--- src/rtl/spi_gen_pkg.sv ---
package spi_gen_pkg;

  typedef enum logic [1:0] {
    ST_IDLE,
    ST_LOW,
    ST_HIGH,
    ST_HOLD
  } seq_state_e;

  localparam logic [7:0] OFF_CMD = 8'h00;
  localparam logic [7:0] OFF_CNT = 8'h04;
  localparam logic [7:0] OFF_TX  = 8'h20;
  localparam logic [7:0] OFF_RX  = 8'h40;
  localparam int         START_BIT = 2;

endpackage

--- src/rtl/spi_gen_regfile.sv ---
module spi_gen_regfile
  import spi_gen_pkg::*;
#(
  parameter int TX_BYTES = 6,
  parameter int RX_BYTES = 10,
  parameter int AW       = 8,
  parameter int DW       = 32
) (
  input  logic                  clk_i,
  input  logic                  rst_ni,
  input  logic                  req_i,
  input  logic                  we_i,
  input  logic [AW-1:0]         addr_i,
  input  logic [DW-1:0]         wdata_i,
  output logic [DW-1:0]         rdata_o,
  input  logic                  busy_i,
  input  logic                  done_i,
  input  logic [RX_BYTES*8-1:0] rx_i,
  output logic                  start_o,
  output logic [7:0]            cnt_o,
  output logic [TX_BYTES*8-1:0] tx_o
);

  localparam logic [AW-1:0] A_CMD = AW'(OFF_CMD);
  localparam logic [AW-1:0] A_CNT = AW'(OFF_CNT);

  logic       wr;
  logic [7:0] cnt_q;
  logic       unused_wdata;

  assign wr           = req_i && we_i;
  assign unused_wdata = ^wdata_i[DW-1:8];

  for (genvar g = 0; g < TX_BYTES; g++) begin : g_tx
    localparam logic [AW-1:0] A_TX = AW'(OFF_TX) + AW'(4 * g);
    logic [7:0] byte_q;
    always_ff @(posedge clk_i or negedge rst_ni) begin
      if (!rst_ni)                      byte_q <= '0;
      else if (done_i)                  byte_q <= '0;  // window self-clears
      else if (wr && addr_i == A_TX)    byte_q <= wdata_i[7:0];
    end
    assign tx_o[g*8 +: 8] = byte_q;
  end

  always_ff @(posedge clk_i or negedge rst_ni) begin
    if (!rst_ni)                    cnt_q <= '0;
    else if (wr && addr_i == A_CNT) cnt_q <= wdata_i[7:0];
  end

  assign cnt_o   = cnt_q;
  assign start_o = wr && (addr_i == A_CMD) && wdata_i[START_BIT];

  always_comb begin
    rdata_o = '0;
    if (addr_i == A_CMD) rdata_o[START_BIT] = busy_i;
    if (addr_i == A_CNT) rdata_o[7:0] = cnt_q;
    for (int i = 0; i < TX_BYTES; i++)
      if (addr_i == AW'(OFF_TX) + AW'(4 * i)) rdata_o[7:0] = tx_o[i*8 +: 8];
    for (int j = 0; j < RX_BYTES; j++)
      if (addr_i == AW'(OFF_RX) + AW'(4 * j)) rdata_o[7:0] = rx_i[j*8 +: 8];
  end

endmodule

--- src/rtl/spi_gen_tick.sv ---
module spi_gen_tick #(
  parameter int HALF_DIV = 2
) (
  input  logic clk_i,
  input  logic rst_ni,
  input  logic run_i,
  output logic tick_o
);

  if (HALF_DIV == 1) begin : g_pass
    assign tick_o = run_i;
  end else begin : g_div
    localparam int HW = $clog2(HALF_DIV);
    logic [HW-1:0] cnt_q;
    assign tick_o = run_i && (cnt_q == HW'(HALF_DIV - 1));
    always_ff @(posedge clk_i or negedge rst_ni) begin
      if (!rst_ni)     cnt_q <= '0;
      else if (!run_i) cnt_q <= '0;
      else if (tick_o) cnt_q <= '0;
      else             cnt_q <= cnt_q + 1'b1;
    end
  end

endmodule

--- src/rtl/spi_gen_shifter.sv ---
module spi_gen_shifter
  import spi_gen_pkg::*;
#(
  parameter int TX_BYTES = 6,
  parameter int RX_BYTES = 10,
  parameter int MAX_BITS = 56
) (
  input  logic                  clk_i,
  input  logic                  rst_ni,
  input  logic                  start_i,
  input  logic [7:0]            cnt_i,
  input  logic [TX_BYTES*8-1:0] tx_i,
  input  logic                  tick_i,
  input  logic                  miso_i,
  output logic                  busy_o,
  output logic                  done_o,
  output logic                  cs_n_o,
  output logic                  sck_o,
  output logic                  mosi_o,
  output logic [RX_BYTES*8-1:0] rx_o
);

  localparam int TX_W = TX_BYTES * 8;
  localparam int SH_W = MAX_BITS;        // must be >= TX_W
  localparam int RX_W = RX_BYTES * 8;
  localparam int CW   = $clog2(MAX_BITS + 1);
  localparam int PAD  = SH_W - TX_W;

  seq_state_e      state_q;
  logic [SH_W-1:0] sh_q;
  logic [CW-1:0]   left_q;
  logic [RX_W-1:0] rx_q;
  logic            cs_n_q;
  logic            sck_q;
  logic [CW-1:0]   eff_bits;

  always_comb begin
    if (cnt_i > 8'(MAX_BITS)) eff_bits = CW'(MAX_BITS);
    else                      eff_bits = cnt_i[CW-1:0];
  end

  always_ff @(posedge clk_i or negedge rst_ni) begin
    if (!rst_ni) begin
      state_q <= ST_IDLE;
      sh_q    <= '0;
      left_q  <= '0;
      rx_q    <= '0;
      cs_n_q  <= 1'b1;
      sck_q   <= 1'b0;
    end else begin
      unique case (state_q)
        ST_IDLE: begin
          if (start_i && eff_bits != '0) begin
            state_q <= ST_LOW;
            sh_q    <= SH_W'(tx_i) << PAD;  // top index leads, tail zero
            left_q  <= eff_bits;
            rx_q    <= '0;
            cs_n_q  <= 1'b0;
          end
        end
        ST_LOW: begin
          if (tick_i) begin
            sck_q   <= 1'b1;
            rx_q    <= {rx_q[RX_W-2:0], miso_i};
            state_q <= ST_HIGH;
          end
        end
        ST_HIGH: begin
          if (tick_i) begin
            sck_q  <= 1'b0;
            left_q <= left_q - 1'b1;
            if (left_q == CW'(1)) begin
              state_q <= ST_HOLD;
            end else begin
              sh_q    <= sh_q << 1;
              state_q <= ST_LOW;
            end
          end
        end
        ST_HOLD: begin
          if (tick_i) begin
            cs_n_q  <= 1'b1;
            state_q <= ST_IDLE;
          end
        end
        default: state_q <= ST_IDLE;
      endcase
    end
  end

  assign busy_o = (state_q != ST_IDLE);
  assign done_o = (state_q == ST_HOLD) && tick_i;
  assign cs_n_o = cs_n_q;
  assign sck_o  = sck_q;
  assign mosi_o = (state_q == ST_LOW || state_q == ST_HIGH) ? sh_q[SH_W-1] : 1'b0;
  assign rx_o   = rx_q;

endmodule

--- src/rtl/spi_gen_engine.sv ---
module spi_gen_engine #(
  parameter int TX_BYTES = 6,
  parameter int RX_BYTES = 10,
  parameter int MAX_BITS = 56,
  parameter int HALF_DIV = 2,
  parameter int AW       = 8,
  parameter int DW       = 32
) (
  input  logic          clk_i,
  input  logic          rst_ni,
  input  logic          bus_req_i,
  input  logic          bus_we_i,
  input  logic [AW-1:0] bus_addr_i,
  input  logic [DW-1:0] bus_wdata_i,
  output logic [DW-1:0] bus_rdata_o,
  output logic          spi_cs_no,
  output logic          spi_sck_o,
  output logic          spi_mosi_o,
  input  logic          spi_miso_i
);

  logic                  start;
  logic [7:0]            cnt;
  logic [TX_BYTES*8-1:0] tx;
  logic [RX_BYTES*8-1:0] rx;
  logic                  busy;
  logic                  done;
  logic                  tick;

  spi_gen_regfile #(
    .TX_BYTES(TX_BYTES), .RX_BYTES(RX_BYTES), .AW(AW), .DW(DW)
  ) u_regs (
    .clk_i   (clk_i),
    .rst_ni  (rst_ni),
    .req_i   (bus_req_i),
    .we_i    (bus_we_i),
    .addr_i  (bus_addr_i),
    .wdata_i (bus_wdata_i),
    .rdata_o (bus_rdata_o),
    .busy_i  (busy),
    .done_i  (done),
    .rx_i    (rx),
    .start_o (start),
    .cnt_o   (cnt),
    .tx_o    (tx)
  );

  spi_gen_tick #(.HALF_DIV(HALF_DIV)) u_tick (
    .clk_i  (clk_i),
    .rst_ni (rst_ni),
    .run_i  (busy),
    .tick_o (tick)
  );

  spi_gen_shifter #(
    .TX_BYTES(TX_BYTES), .RX_BYTES(RX_BYTES), .MAX_BITS(MAX_BITS)
  ) u_shift (
    .clk_i   (clk_i),
    .rst_ni  (rst_ni),
    .start_i (start),
    .cnt_i   (cnt),
    .tx_i    (tx),
    .tick_i  (tick),
    .miso_i  (spi_miso_i),
    .busy_o  (busy),
    .done_o  (done),
    .cs_n_o  (spi_cs_no),
    .sck_o   (spi_sck_o),
    .mosi_o  (spi_mosi_o),
    .rx_o    (rx)
  );

endmodule

--- config.mk ---
export PLATFORM = sky130hd
export DESIGN_NAME = spi_gen_engine
export DESIGN_NICKNAME = d
export VERILOG_FILES = /design/src/rtl/spi_gen_pkg.sv /design/src/rtl/spi_gen_regfile.sv /design/src/rtl/spi_gen_tick.sv /design/src/rtl/spi_gen_shifter.sv /design/src/rtl/spi_gen_engine.sv
export SDC_FILE = /design/constraint.sdc
export NUM_CORES = 1
export LEC_CHECK = 0
export ABC_CLOCK_PERIOD_IN_PS = 2150
export BUFFER_PORTS_ARGS = -buffer_cell sky130_fd_sc_hd__buf_2
export CAP_MARGIN = 30
export CORE_MARGIN = 2
export CORE_UTILIZATION = 55
export DETAILED_ROUTE_END_ITERATION = 6
export GPL_TIMING_DRIVEN = 1
export PLACE_DENSITY = 0.77
export SLEW_MARGIN = 20
export SYNTH_ARGS = -nofsm -noshare
export SYNTH_HDL_FRONTEND = slang
export SYNTH_HIERARCHICAL = 1
export SYNTH_SLANG_ARGS = --single-unit
--- constraint.sdc ---
create_clock -name clk_i -period 2.15 [get_ports clk_i]
set_input_delay 0.3225 -clock clk_i [delete_from_list [all_inputs] [get_ports clk_i]]
set_output_delay 0.3225 -clock clk_i [all_outputs]
set_load 0.05 [all_outputs]
Word level (Yosys, flattened, before mapping)
Cells that the tools add are included.
Widths: inputs -> output; s select.
- output and inout bits: 35
- bits in latches: 0
- register bits after elaboration: 203
- logic and storage cells: 132
- memories kept: 0
- RAM bits: 0
- bits in read-only memories: 0
- bits of input ports: 45
- mux-type cells: 55
- order comparisons: 1
- multiply operators: 0
- bitwise logic cells: 0
- $add $sub $neg: 2
- div/mod/pow operators: 0
- reduce and logical (&&, ||, !) cells: 34
- shift-type cells: 0
- equal/unequal tests: 26
- operators with widths (cell ; count):
    $mux 8 ; 29
    $mux 56 ; 3
    $mux 80 ; 2
    $pmux 80 s2 ; 1
    $pmux 56 s2 ; 1
    $eq 8x7->1 const B ; 10
    $eq 8x6->1 const B ; 6
    $reduce_bool 2->1 ; 11
    $mux 6 ; 3
    $logic_and 1x1->1 ; 13
    $pmux 6 s2 ; 1
    $reduce_and 3->1 ; 4
    $mux 2 ; 5
    $eq 8x3->1 const B ; 1
    $gt 8x6->1 const B ; 1
    $logic_not 8->1 ; 1
    $ne 2x1->1 const B ; 4
    $pmux 2 s4 ; 1
    $reduce_and 4->1 ; 2
    $mux 1 ; 7
    $eq 6x1->1 const B ; 1
    $reduce_bool 6->1 ; 1
    $sub 6x1->6 const B ; 1
    $eq 2x2->1 const B ; 2
    other kinds (6) ; 7

Logic depth before layout (Yosys ltp)
- word-level depth: 19
- mapped depth: 12
- depth with buffers taken out: 9

By module
The synthesis kept the hierarchy.
- modules (own cells, without submodules) (module ; area an instance (sq um) ; cells an instance ; instances ; seq. area each (sq um)):
    spi_gen_shifter ; 6068.3 ; 429 ; 1 ; 3454.6
    spi_gen_regfile ; 4381.7 ; 518 ; 1 ; 1401.3
    spi_gen_tick ; 41.3 ; 3 ; 1 ; 25.0

Worst setup path before layout
No wires, ideal clock.
- path type: input port to output port
- from: input port bus_addr_i[4]
- to: output port bus_rdata_o[0]
- cell stages on the path: 6
- data required time: 1827 ps
- setup slack: -1365 ps
- arrival time: 3193 ps
- path buffers: 2
- cell sequence: buf_6 > buf_4 > nor4bb_1 > nor2_1 > a21boi_0 > o311ai_0
- word-level cells in the longest chain between the ends: 18
- elaborated cells between the ends (all ways): 34
- classes of those cells: eq/ne: 17; mux: 17
- ends and longest elaborated chain (what ; RTL line ; text):
    from (decl) ; spi_gen_engine.sv:13 ; input logic [AW-1:0] bus_addr_i,
    $eq 8x3->1 ; spi_gen_regfile.sv:56 ; if (addr_i == A_CNT) rdata_o[7:0] = cnt_q;
    $mux 8 ; spi_gen_regfile.sv:56 ;
    $mux 8 (6 in series) ; spi_gen_regfile.sv:58 ; if (addr_i == AW'(OFF_TX) + AW'(4 * i)) rdata_o[7:0] = tx_o[i*8 +: 8];
    $mux 8 (9 in series) ; spi_gen_regfile.sv:60 ; if (addr_i == AW'(OFF_RX) + AW'(4 * j)) rdata_o[7:0] = rx_i[j*8 +: 8];
    $mux 8 * ; spi_gen_regfile.sv:60 ;
    to (decl) ; spi_gen_engine.sv:15 ; output logic [DW-1:0] bus_rdata_o,
Mark *: on every way between the ends. The rest lies on a longest branch, timed or not.

Worst setup path after layout
- from: register u_shift.state_q[1]
- to: output port bus_rdata_o[2]
- word-level cells in the longest chain between the ends: 19
- ends and longest elaborated chain (what ; RTL line ; text):
    from (decl) ; spi_gen_shifter.sv:29 ; seq_state_e state_q;
    from (signal assigned) ; spi_gen_shifter.sv:44 ; state_q <= ST_IDLE;
    from (signal assigned) ; spi_gen_shifter.sv:54 ; state_q <= ST_LOW;
    from (signal assigned) ; spi_gen_shifter.sv:65 ; state_q <= ST_HIGH;
    $reduce_bool 2->1 ; spi_gen_shifter.sv:91 ; assign busy_o = (state_q != ST_IDLE);
    via busy ; spi_gen_engine.sv:26 ; logic busy;
    $mux 1 ; spi_gen_regfile.sv:55 ; if (addr_i == A_CMD) rdata_o[START_BIT] = busy_i;
    $mux 8 ; spi_gen_regfile.sv:56 ;
    $mux 8 (6 in series) ; spi_gen_regfile.sv:58 ;
    $mux 8 (10 in series) ; spi_gen_regfile.sv:60 ;
The timed path passes the listed nets, and every way through them passes these cells.

==> summary.txt <==
Logic synthesis
  • Total of warnings raised by yosys: 6
  • Post-synth ARST share: between 90% and 100%
  • Gate count of the mapped netlist: 950
  • Post-synthesis xor/xnor area fraction: 0%
  • Main synth FF type: dfrtp_1
  • Netlist cell types: between 80 and 90
  • Compound-Gate Fraction of Synth Area: between 10% and 20%
  • Largest family of logic cells by synthesized area: multiplexers
  • Number of synthesized flops with an enable pin: 0
  • Mean Syn Cell Area: about 11 um2
  • Cell Area, Synth: 0.0105 mm2
  • Simple-gate share of the synthesized area: 10.5%
  • Post-synth top area cell: dfrtp_1
  • Area share of the largest cell type after synthesis: about 46%
  • Post-synthesis sequential area ratio: 46.5%
  • Synth Area in Adders: less than 1%
  • Top cells by area, synth: dfrtp_1 (46%), mux2_2 (9.3%), a22o_1 (6.8%), mux2i_1 (5.8%), mux2_4 (3.1%)
  • #FFs+latches synth: approximately 200
  • Mux cell area share after synthesis: 18.3%

STA
  • Period minus WS final: between 2 and 3 ns
  • Fin crit share: 122%
  • Layout Skew: between 0.015 and 0.02 ns
  • Final worst slack: -0.470 ns
  • Total Negative Setup Slacks: -1.92 ns
  • # setup viols final: 8
  • Fmax: 0.382 GHz
  • RSZ-0062 raised after global routing: yes
  • Slew Limit Fails: 0
  • Final hold viol count: 0

Detailed routing
  • Post-route ant nets: 0
  • Detail-routed net length per standard cell: about 23 um
  • Violation count after the first detailed-route iteration: 925
  • DRC viols: 0
  • Final wirelength: roughly 31 mm
  • First-pass iteration count of the detailed router: 6
  • Via count: 8624
  • Vias per inst: approximately 6.3

Die
  • Core footprint: 0.0187 mm2
  • Core Rows: 50
  • Initial Utilization: 56.1%
  • Die H: about 140 um
  • Die area: 0.0202 mm2
  • Ports: 80
  • Die width: 142 um

Clock tree
  • Htree depth: 4
  • Clock latency on the worst-skew pair: ~0.46 ns
  • CTS Buffer Depth: 2
  • Clk pin slew, worst setup/hold paths: roughly 0.080 ns
  • CTS tree: done
  • CTS Buf Count: 17
  • Root Driver: clkbuf_16
  • Clk sinks: approximately 200

Finish
  • FF+latch area: between 0.004 and 0.005 mm2
  • Multi-input gate area: between 0.005 and 0.006 mm2
  • Share of cells above drive strength 1: about 41%
  • P&R area growth vs syn: 29.2%
  • Final instance area: 0.0136 mm2
  • Ant. Diodes: 0
  • Final core utilization: between 70 and 80%
  • Nets@finish: between 1000 and 1500
  • Filler cells: about 1300

Global route
  • Met3 usage: between 6 and 7%
  • Global route hottest layer: met1
  • Total gr overflow: 0
  • Met2 Use GR: a little under half
  • Overall routing resource usage: between 30 and 40%
  • Initial antenna violation count: 0
  • Met1 usage: a little under half
  • Largest net degree at the start of global routing: 60
  • Vias in the first global route: slightly above 8000
  • First-pass GRT wire length: approximately 48 mm

Run status
  • Outcome: finished, violations left
  • Failing checks: setup timing

Min path
  • Hold Path End: u_shift/rx_o[0]
  • Hold path depth: 2
  • Hold Startpoint: spi_miso_i
  • Path type of the worst min-delay path: primary input to flop

Setup path
  • Startpoint Class: flop
  • WP data arrival: roughly 2.3 ns
  • CP endpoint kind: primary output
  • FF-to-FF Start: u_shift/state_q[1]
  • Worst r2r dst: u_shift/sh_q[53]
  • Worst Reg-to-Reg Cells: 10
  • CP Data Required Time: around 1.8 ns
  • Critical path type: flop to primary output
  • R2r setup slk: approximately 0.1 ns
  • Crit path max fanout: 2

Placement
  • RD Place Congestion: 1.00
  • Dpl cell area: approximately 0.012 mm2
  • Post-DP HPWL: 21.8 mm
  • Port Buffers: 31

Power and ir drop
  • P_leak: between 6 and 7 nW
  • Sw power: approximately 2.6 mW
  • Sw frac: 30.6%
  • Maximum vdd drop: between 0.5 and 0.6 mV
  • Clock share of power: about two fifths
  • Sequential Power Share: around 45%
  • Power Total: about 8.4 mW
  • Gate power share: 14.1%
  • Power density over cell area: between 600 and 700 mW/mm2
  • Pint: ~5.8 mW

Job
  • Max_cap viols: 0
[cell usage in the layout, fill, tap and decap left out, types with 9 or more instances in the layout]
cell type  Yosys  layout
buf_12         0      20
a22o_1        81      81
mux2i_1       61      60
inv_1         14      11
a31oi_1       12       9
nor2_1        84      80
nand2_1       35      33
conb_1         1      24
buf_4         30     159
a21oi_1       39      31
nand3_1       18      14
clkbuf_16      0      18
o21ai_0       38      30
dfrtp_1      194     194
o22ai_1       13       9
buf_2         25      14
mux2_2        87      86
mux2_4        22      23
buf_6          4      23
[metal layers]
layer  routed length (um)  vias up
li1                     -     3829
met1                14400     4371
met2                14000      380
met4                  590        0
met5                    0        -
met3                 2350       44
[cell families (layout without fill, tap and decap cells)]
kind of cell             after synthesis  in the layout
AO/OA/AOI/OAI                        259            259
adder cells (fa/ha/maj)                7              7
buffers and inverters                111            273
flip-flops                           195            195
multiplexers                         170            170
other                                  1             24
AND/OR/NAND/NOR                      207            207
[critical path, cell delays in order, from the launching register on]
cell	delay [ns]
dfrtp_1	0.38
inv_2	0.06
ha_4	0.16
inv_2	0.06
mux2i_1	0.07
o21a_1	0.18
a311o_1	0.29
o211ai_2	0.11
a311oi_2	0.17
o21ai_4	0.19
buf_6	0.17
[synthesized netlist by cell type, types with 5 or more instances]
cell type / instances
o31ai_1: 8
a31oi_1: 12
o21ai_0: 38
ha_1: 7
nor3_1: 8
a22oi_1: 9
mux2_4: 22
mux2i_1: 61
a22o_1: 81
nand2_1: 35
clkbuf_1: 31
dfrtp_1: 194
o211ai_1: 5
nand2b_1: 5
mux2_2: 87
nand3_1: 18
buf_4: 30
nor2_1: 84
nor2b_1: 8
o221ai_1: 6
inv_1: 14
and2_1: 5
a21oi_1: 39
o22ai_1: 13
buf_2: 25
or3_1: 8
[how the worst max path moves through the flow]
stage                  startpoint             end  cells past startpoint
6_report       u_shift/state_q[1]  bus_rdata_o[2]                     10
5_1_grt        u_shift/state_q[1]  bus_rdata_o[2]                     10
4_1_cts        u_shift/state_q[1]  bus_rdata_o[2]                     10
3_5_place_dp        bus_addr_i[7]  bus_rdata_o[0]                      8
3_3_place_gp        bus_addr_i[3]  bus_rdata_o[6]                     10
2_1_floorplan       bus_addr_i[6]  bus_rdata_o[2]                      7
[flip-flops by register name (all words and copies together), names as in the netlist]
register            count
u_shift/rx_o           80
u_regs/g_tx.byte_q     48
u_shift/sh_q           48
u_regs/cnt_o            8
u_shift/left_q          6
u_shift/state_q         2
u_shift/cs_n_o          1
u_shift/sck_o           1
u_tick/g_div.cnt_q      1
[what timing repair did]
| item | in CTS | in global routing |
|---|---|---|
| pin swaps | 23 | 28 |
| hold buffers | 1 | 0 |
| resized for setup | 96 | 41 |
| hold endpoints to repair | 33 | 0 |
| buffers inserted | 8 | 15 |
| cloned | 0 | 2 |
| setup endpoints to repair | 34 | 128 |
[power groups by stage]
stage | Clock (mW) | Sequential, mW | Combinational [mW]
after floorplan | 0 | 3.82 | 0.624
after global placement | 0 | 3.85 | 1.04
after detailed placement | 0 | 3.85 | 1.05
after CTS | 3.43 | 3.78 | 1.12
after global routing | 3.58 | 3.79 | 1.27
final | 3.41 | 3.78 | 1.18
[metrics by stage]
step,hold slack (ns),std cells,worst slack [ns]
finish,0.108,1369,-0.470
global route,0.133,1369,-0.530
CTS,0.0979,1354,-0.492
detailed placement,0.266,1313,-0.456
global placement,0.264,1313,-0.473
floorplan,0.0269,973,-0.213
[cell type report]
cell class	count	area share [%]
clock buffers	17	3.14
flip-flops and latches	195	36.0
multi-input cells	667	41.3
clock inverters	15	1.64
repair buffers	227	15.4
well taps	234	2.16
inverters	14	0.388
(Power assumes the default switching activity.)
